`src/rtl/brtgt_pkg.sv`:
```
package brtgt_pkg;
  localparam int unsigned DEF_PC_W   = 32;
  localparam int unsigned DEF_DISP_W = 16;
  localparam int unsigned DEF_IDX_W  = 12;
endpackage

```
`src/rtl/brtgt_page_adder.sv`:
```
module brtgt_page_adder #(
  parameter int unsigned PAGE_W = 20,
  parameter int unsigned OFS_W  = 4
) (
  input  logic [PAGE_W-1:0] page_i,
  input  logic [OFS_W-1:0]  step_i,
  output logic [PAGE_W-1:0] page_o,
  output logic              wrap_o
);
  localparam int unsigned EXT_W = PAGE_W + 1;

  logic [EXT_W-1:0] step_ext;
  logic [EXT_W-1:0] sum_ext;

  // The step is sign-extended one bit past the page width. The extra bit is
  // then set exactly when the signed sum leaves the range 0 .. 2^PAGE_W-1.
  always_comb begin
    step_ext = {{(EXT_W-OFS_W){step_i[OFS_W-1]}}, step_i};
    sum_ext  = {1'b0, page_i} + step_ext;
    page_o   = sum_ext[PAGE_W-1:0];
    wrap_o   = sum_ext[PAGE_W];
  end
endmodule

```
`src/rtl/brtgt_splice.sv`:
```
module brtgt_splice #(
  parameter int unsigned PC_W  = 32,
  parameter int unsigned IDX_W = 12
) (
  input  logic [PC_W-IDX_W-1:0] page_i,
  input  logic [IDX_W-1:0]      idx_i,
  output logic [PC_W-1:0]       addr_o
);
  // The index bits pass through with no arithmetic.
  assign addr_o = {page_i, idx_i};
endmodule

```
`src/rtl/brtgt_hybrid.sv`:
```
module brtgt_hybrid #(
  parameter int unsigned PC_W   = brtgt_pkg::DEF_PC_W,
  parameter int unsigned DISP_W = brtgt_pkg::DEF_DISP_W,
  parameter int unsigned IDX_W  = brtgt_pkg::DEF_IDX_W
) (
  input  logic              clk,
  input  logic              rst_n,
  input  logic              br_valid_i,
  input  logic [PC_W-1:0]   pc_i,
  input  logic [DISP_W-1:0] disp_i,
  output logic              tgt_valid_o,
  output logic [PC_W-1:0]   tgt_addr_o,
  output logic              tgt_wrap_o
);
  localparam int unsigned PAGE_W = PC_W - IDX_W;
  localparam int unsigned OFS_W  = DISP_W - IDX_W;
  localparam logic [PAGE_W-1:0] PAGE_MAX = '1;
  localparam logic [PAGE_W-1:0] POS_SPAN = PAGE_W'(2**(OFS_W-1) - 1);
  localparam logic [PAGE_W-1:0] NEG_SPAN = PAGE_W'(2**(OFS_W-1));

  logic [PAGE_W-1:0] cur_page;
  logic [OFS_W-1:0]  step;
  logic [PAGE_W-1:0] nxt_page;
  logic              nxt_wrap;
  logic [PC_W-1:0]   nxt_addr;

  assign cur_page = pc_i[PC_W-1:IDX_W];
  assign step     = disp_i[DISP_W-1:IDX_W];

  brtgt_page_adder #(.PAGE_W(PAGE_W), .OFS_W(OFS_W)) i_adder (
    .page_i (cur_page),
    .step_i (step),
    .page_o (nxt_page),
    .wrap_o (nxt_wrap)
  );

  brtgt_splice #(.PC_W(PC_W), .IDX_W(IDX_W)) i_splice (
    .page_i (nxt_page),
    .idx_i  (disp_i[IDX_W-1:0]),
    .addr_o (nxt_addr)
  );

  always_ff @(posedge clk or negedge rst_n) begin
    if (!rst_n) begin
      tgt_valid_o <= 1'b0;
      tgt_addr_o  <= '0;
      tgt_wrap_o  <= 1'b0;
    end else begin
      tgt_valid_o <= br_valid_i;
      if (br_valid_i) begin
        tgt_addr_o <= nxt_addr;
        tgt_wrap_o <= nxt_wrap;
      end
    end
  end

  // Cases where the wrap flag can be predicted from the inputs alone.
  logic safe_step;
  logic top_cross;
  assign safe_step = (!step[OFS_W-1] && cur_page <= PAGE_MAX - POS_SPAN) ||
                     ( step[OFS_W-1] && cur_page >= NEG_SPAN);
  assign top_cross = !step[OFS_W-1] && (step != '0) && (cur_page == PAGE_MAX);

  AST_VALID_FOLLOWS: assert property (@(posedge clk) disable iff (!rst_n)
    br_valid_i |=> tgt_valid_o);
  AST_VALID_SINGLE: assert property (@(posedge clk) disable iff (!rst_n)
    !br_valid_i |=> !tgt_valid_o);
  AST_INDEX_PASS: assert property (@(posedge clk) disable iff (!rst_n)
    br_valid_i |=> tgt_addr_o[IDX_W-1:0] == $past(disp_i[IDX_W-1:0]));
  AST_PAGE_STEP: assert property (@(posedge clk) disable iff (!rst_n)
    br_valid_i |=> tgt_addr_o[PC_W-1:IDX_W] ==
      PAGE_W'($past(pc_i[PC_W-1:IDX_W]) +
              {{(PAGE_W-OFS_W){$past(disp_i[DISP_W-1])}}, $past(disp_i[DISP_W-1:IDX_W])}));
  AST_NO_WRAP: assert property (@(posedge clk) disable iff (!rst_n)
    br_valid_i && safe_step |=> !tgt_wrap_o);
  AST_TOP_WRAP: assert property (@(posedge clk) disable iff (!rst_n)
    br_valid_i && top_cross |=> tgt_wrap_o);
  AST_HOLD: assert property (@(posedge clk) disable iff (!rst_n)
    !br_valid_i |=> $stable(tgt_addr_o) && $stable(tgt_wrap_o));
endmodule

```
`config.mk`:
```
export PLATFORM = sky130hd
export DESIGN_NAME = brtgt_hybrid
export DESIGN_NICKNAME = d
export VERILOG_FILES = /design/src/rtl/brtgt_pkg.sv /design/src/rtl/brtgt_page_adder.sv /design/src/rtl/brtgt_splice.sv /design/src/rtl/brtgt_hybrid.sv
export SDC_FILE = /design/constraint.sdc
export NUM_CORES = 1
export LEC_CHECK = 0
export CAP_MARGIN = 20
export CORE_MARGIN = 5
export CORE_UTILIZATION = 45
export CTS_BUF_LIST = sky130_fd_sc_hd__clkbuf_16
export DETAILED_ROUTE_END_ITERATION = 12
export DONT_BUFFER_PORTS = 1
export PLACE_DENSITY = 0.58
export SYNTH_ARGS = -nofsm -noshare
export SYNTH_HDL_FRONTEND = slang
export SYNTH_SLANG_ARGS = --single-unit
```
`constraint.sdc`:
```
create_clock -name clk -period 1.05 [get_ports clk]
set_input_delay 0.21 -clock clk [delete_from_list [all_inputs] [get_ports clk]]
set_output_delay 0.21 -clock clk [all_outputs]
set_load 0.01 [all_outputs]
```
# Yosys cells after proc, flatten, opt, wreduce, memory -nomap -nowiden

Cells that the tools add are included.

Flip-flop bits (word level): 34
Output and inout bits: 34

$add $sub $neg: 1

Operators with widths:

| cell                    | count |
|---|---|
| adder 20 x 21 -> 21 bit | 1 |

# Depth between registers and ports, before layout

Depth after elaboration: 1
Mapped depth: 8
Mapped depth without buffers: 8

# Hierarchy

Synthesis repeated with hierarchy kept, for this count alone.

Cell total of the unflattened synthesis: 239
Area, all modules: 2630.0 sq um

By module, submodules not included:

| module           | times used | area an instance (sq um) | cells an instance |
|---|---|---|---|
| brtgt_hybrid     | 1          | 1406.3                   | 71 |
| brtgt_page_adder | 1          | 983.4                    | 136 |
| brtgt_splice     | 1          | 240.2                    | 32 |

# Worst setup path before layout

OpenSTA, ideal clock, no wires.

Path kind: in2reg
From: input pc_i[12]
To: register tgt_addr_o[28]
Arrival: 2.033 ns
Buffers on the path: 0
Slack: -1.108 ns
Cell stages on the path: 8
Cells stage by stage: ha_1 > fa_1 > a21o_1 > a22oi_1 > a21oi_1 > a221o_1 > xor2_1 > mux2_4

Longest elaborated chain between the ends: 1

RTL lines:

| element                 | RTL line               | RTL |
|---|---|---|
| from (decl)             | brtgt_hybrid.sv:9      | `input logic [PC_W-1:0] pc_i,` |
| adder 20 x 21 -> 21 bit | brtgt_page_adder.sv:19 | `sum_ext = {1'b0, page_i} + step_ext;` |
| to (signal assigned)    | brtgt_hybrid.sv:51     | `tgt_addr_o <= nxt_addr;` |
| to (decl)               | brtgt_hybrid.sv:12     | `output logic [PC_W-1:0] tgt_addr_o,` |

No other way between the ends.
A chain may end at the register's enable or synchronous reset.

# Final worst setup path

Same ends and word-level chain as after synthesis.

==> metrics.cfg <==
[run_status]
status = complete, but fails checks
violations = negative hold slack, negative setup slack

[global_routing]
overflow = 0
grt_start_max_net_pins = 43
first_global_vias = 2187
grt_pass1_wl_um = 10200
antenna_found_initial = 0
grt_usage = 0.198

[cts]
cts.sinks = 34
cts_tree = done
cts_buffer_depth = 2
cts_buffers = 5
path_clk_slew_ns = 0.06
clk_latency_ns = 0.27
h-tree-depth = 2
cts_root_buffer = clkbuf_16
cts_hold_repair.buffers = 1

[finish]
num_antenna_cells = 0
stdcell_area_um2 = 3250
finalNetCount = 362
seqCellArea_um2 = 851
drive_above_1_share = 0.403
multiInputGateArea_um2 = 1660
stdcell_count = 360
n_fill_cell = 411
area_delta_synth_final_pct = 36.5

[critical_path]
path_max_fanout = 2
startpoint = pc_i[12]
crit_path_start_kind = input pin
critPathKind = input pin to register
ff2ff_setup_slack_ns = 0.19
r2r-end = tgt_addr_o[19]$_DFFE_PN0P_
r2r_cells = 2
r2r-start = tgt_addr_o[19]$_DFFE_PN0P_
cp.required_ns = 1.21
end_kind = register
crit_arrival_ns = 1.95
worstSetupEndpoint = tgt_addr_o[28]$_DFFE_PN0P_

[yosys]
syn_inst = 232
synth-edff-count = 0
syn_area_per_cell_um2 = 10.3
synth.net_count = 304
yosysSeqAreaShare = 0.358
synth_area_um2 = 2380
synth-seq-cells = 34
ys_warn_count = 0
yosys-top-cells-area = dfrtp_1 36%, mux2_2 11%, ha_1 11%
async_flop_share = 1.00
ys_types = 52
yosysTopAreaCell = dfrtp_1
netlist.area_leader.share = 0.358
ys.flop_type = dfrtp_1

[route]
routedWlPerCell_um = 18.5
drt_wl_total_um = 6670
drtAntennaViolNets = 0
first_iter_violations = 74
vias_per_cell = 5.86
via_count = 2108
drc = 0
dr.pass1.iters = 4

[die]
rows = 26
ios = 85
die_area_um2 = 6840
fp.dieW_um = 82.7
coreArea_um2 = 5110
die_h_um = 82.7
initial_utilization = 0.466

[placed_design]
numPortBuffers = 0
place_hpwl_um = 4940
gp_congestion = 0.907
place_inst = 346
placed_area_um2 = 2920

[timing]
worst_pin_slew_ns = 0.388
setup_viol = 18
setup_ws_ns = -0.740
fin_crit_sh = 1.71
final_max_slew_viol_count = 0
max_freq_mhz = 559
relSlewSlack = 0.739
rsz0062_at_grt = true
timing_hold_violations_final = 34
clock-skew-final_ns = 0
final.min_clock_period_ns = 1.79
hold_ws_ns = -0.373

[pwr]
power_density_nw_per_um2 = 1490
peakVddDrop_mv = 0.857
total_power_w = 0.00484
power.leakage_nw = 1.43

[worst_hold_path]
hp-class = input pin to asynchronous set/reset pin

[job]
cap_viol_max_count = 0

cell type report:
cell class	count	share of cell area
Clock buffer	5	0.0385
Sequential cell	34	0.262
Clock inverter	2	0.0104
Multi-Input combinational cell	183	0.511
Tap cell	70	0.0270
Inverter	4	0.00462
Timing Repair Buffer	62	0.146
worst max-delay path, cell delays in order:
cell     delay [ns]
ha_4           0.14
fa_2           0.34
a21o_1         0.20
a22oi_2        0.18
a21oi_2        0.09
a221o_1        0.37
xor2_1         0.16
mux2_4         0.25
report_power, final:
group	total (W)	internal, W	switching (W)
logic	0.00139	0.000771	0.000620
registers	0.00181	0.00154	0.000273
clock network	0.00164	0.00110	0.000541
total	0.00484	0.00341	0.00143
through the flow:
step                setup TNS, ns  setup slack, ns   util
finish                     -10.05           -0.740  0.636
global route               -11.17           -0.820  0.636
CTS                         -9.44           -0.736  0.628
detailed placement         -15.74            -1.10  0.572
global placement           -15.21            -1.06  0.572
floorplan                  -12.22            -1.01      -
flip-flops by register name, indices dropped and copies added, names as in the netlist:
register / count
tgt_addr_o: 32
tgt_valid_o: 1
tgt_wrap_o: 1
worst min path at each step:
| stage | from | endpoint | cells after the start |
|---|---|---|---|
| 4_1_cts | rst_n | tgt_addr_o[14]$_DFFE_PN0P_ | 0 |
| 6_report | rst_n | tgt_addr_o[14]$_DFFE_PN0P_ | 0 |
| 5_1_grt | rst_n | tgt_addr_o[26]$_DFFE_PN0P_ | 0 |
| 2_1_floorplan | rst_n | tgt_addr_o[0]$_DFFE_PN0P_ | 0 |
| 3_5_place_dp | rst_n | tgt_addr_o[14]$_DFFE_PN0P_ | 0 |
| 3_3_place_gp | rst_n | tgt_addr_o[14]$_DFFE_PN0P_ | 0 |
synthesized netlist by cell type, types with 3 or more instances:
cell type and n:
and4_1 4, nor2_1 9, nor3_1 4, a21o_1 9, o21ai_0 7, buf_2 4
mux2_2 23, xnor2_1 8, buf_1 3, o31ai_1 4, a21oi_1 20, inv_1 4
dfrtp_1 34, nand3_1 7, nand2_1 16, ha_1 20, nand3b_1 5, a211oi_1 3
a211o_1 3
cell usage in the layout, fill, tap and decap left out, types with 3 or more instances in the layout:
cell type | Yosys | layout
clkbuf_16 | 0 | 5
nand2_1 | 16 | 16
xnor2_1 | 8 | 8
a21oi_1 | 20 | 14
a211o_1 | 3 | 3
inv_1 | 4 | 4
a21o_1 | 9 | 9
nand3b_1 | 5 | 5
and4_1 | 4 | 4
o21ai_0 | 7 | 6
nor2_1 | 9 | 9
ha_4 | 0 | 4
ha_1 | 20 | 16
nor3_1 | 4 | 4
mux2_2 | 23 | 21
a21oi_2 | 0 | 5
nand3_1 | 7 | 7
buf_4 | 0 | 59
dfrtp_1 | 34 | 34
o31ai_1 | 4 | 4
mux2_4 | 1 | 3
per-layer routing:
metal  GRT usage  vias up  share of wire
li1            -     1006              -
met1       0.223     1036           0.39
met2       0.349       57           0.52
met3      0.0651        9          0.073
met4      0.0654        0          0.015
met5           0        -              0
logic make-up after synthesis:
logic type | count (synthesis) | share of synthesized area
AOI/OAI and AO/OA | 69 | 0.210
adders and majority gates | 21 | 0.114
DFF | 34 | 0.358
and+or+nand+nor | 57 | 0.129
buffers and inverters | 15 | 0.0295
muxes | 26 | 0.124
xor gates and xnor gates | 10 | 0.0368
what timing repair did:
item                                    4_1_cts  5_1_grt
pin swaps                                    13        1
endpoints found under the setup margin       18       18
hold endpoints to repair                     35       34
buffers inserted                              4        2
gates resized for setup                      14        3
(Power assumes the default switching activity.)
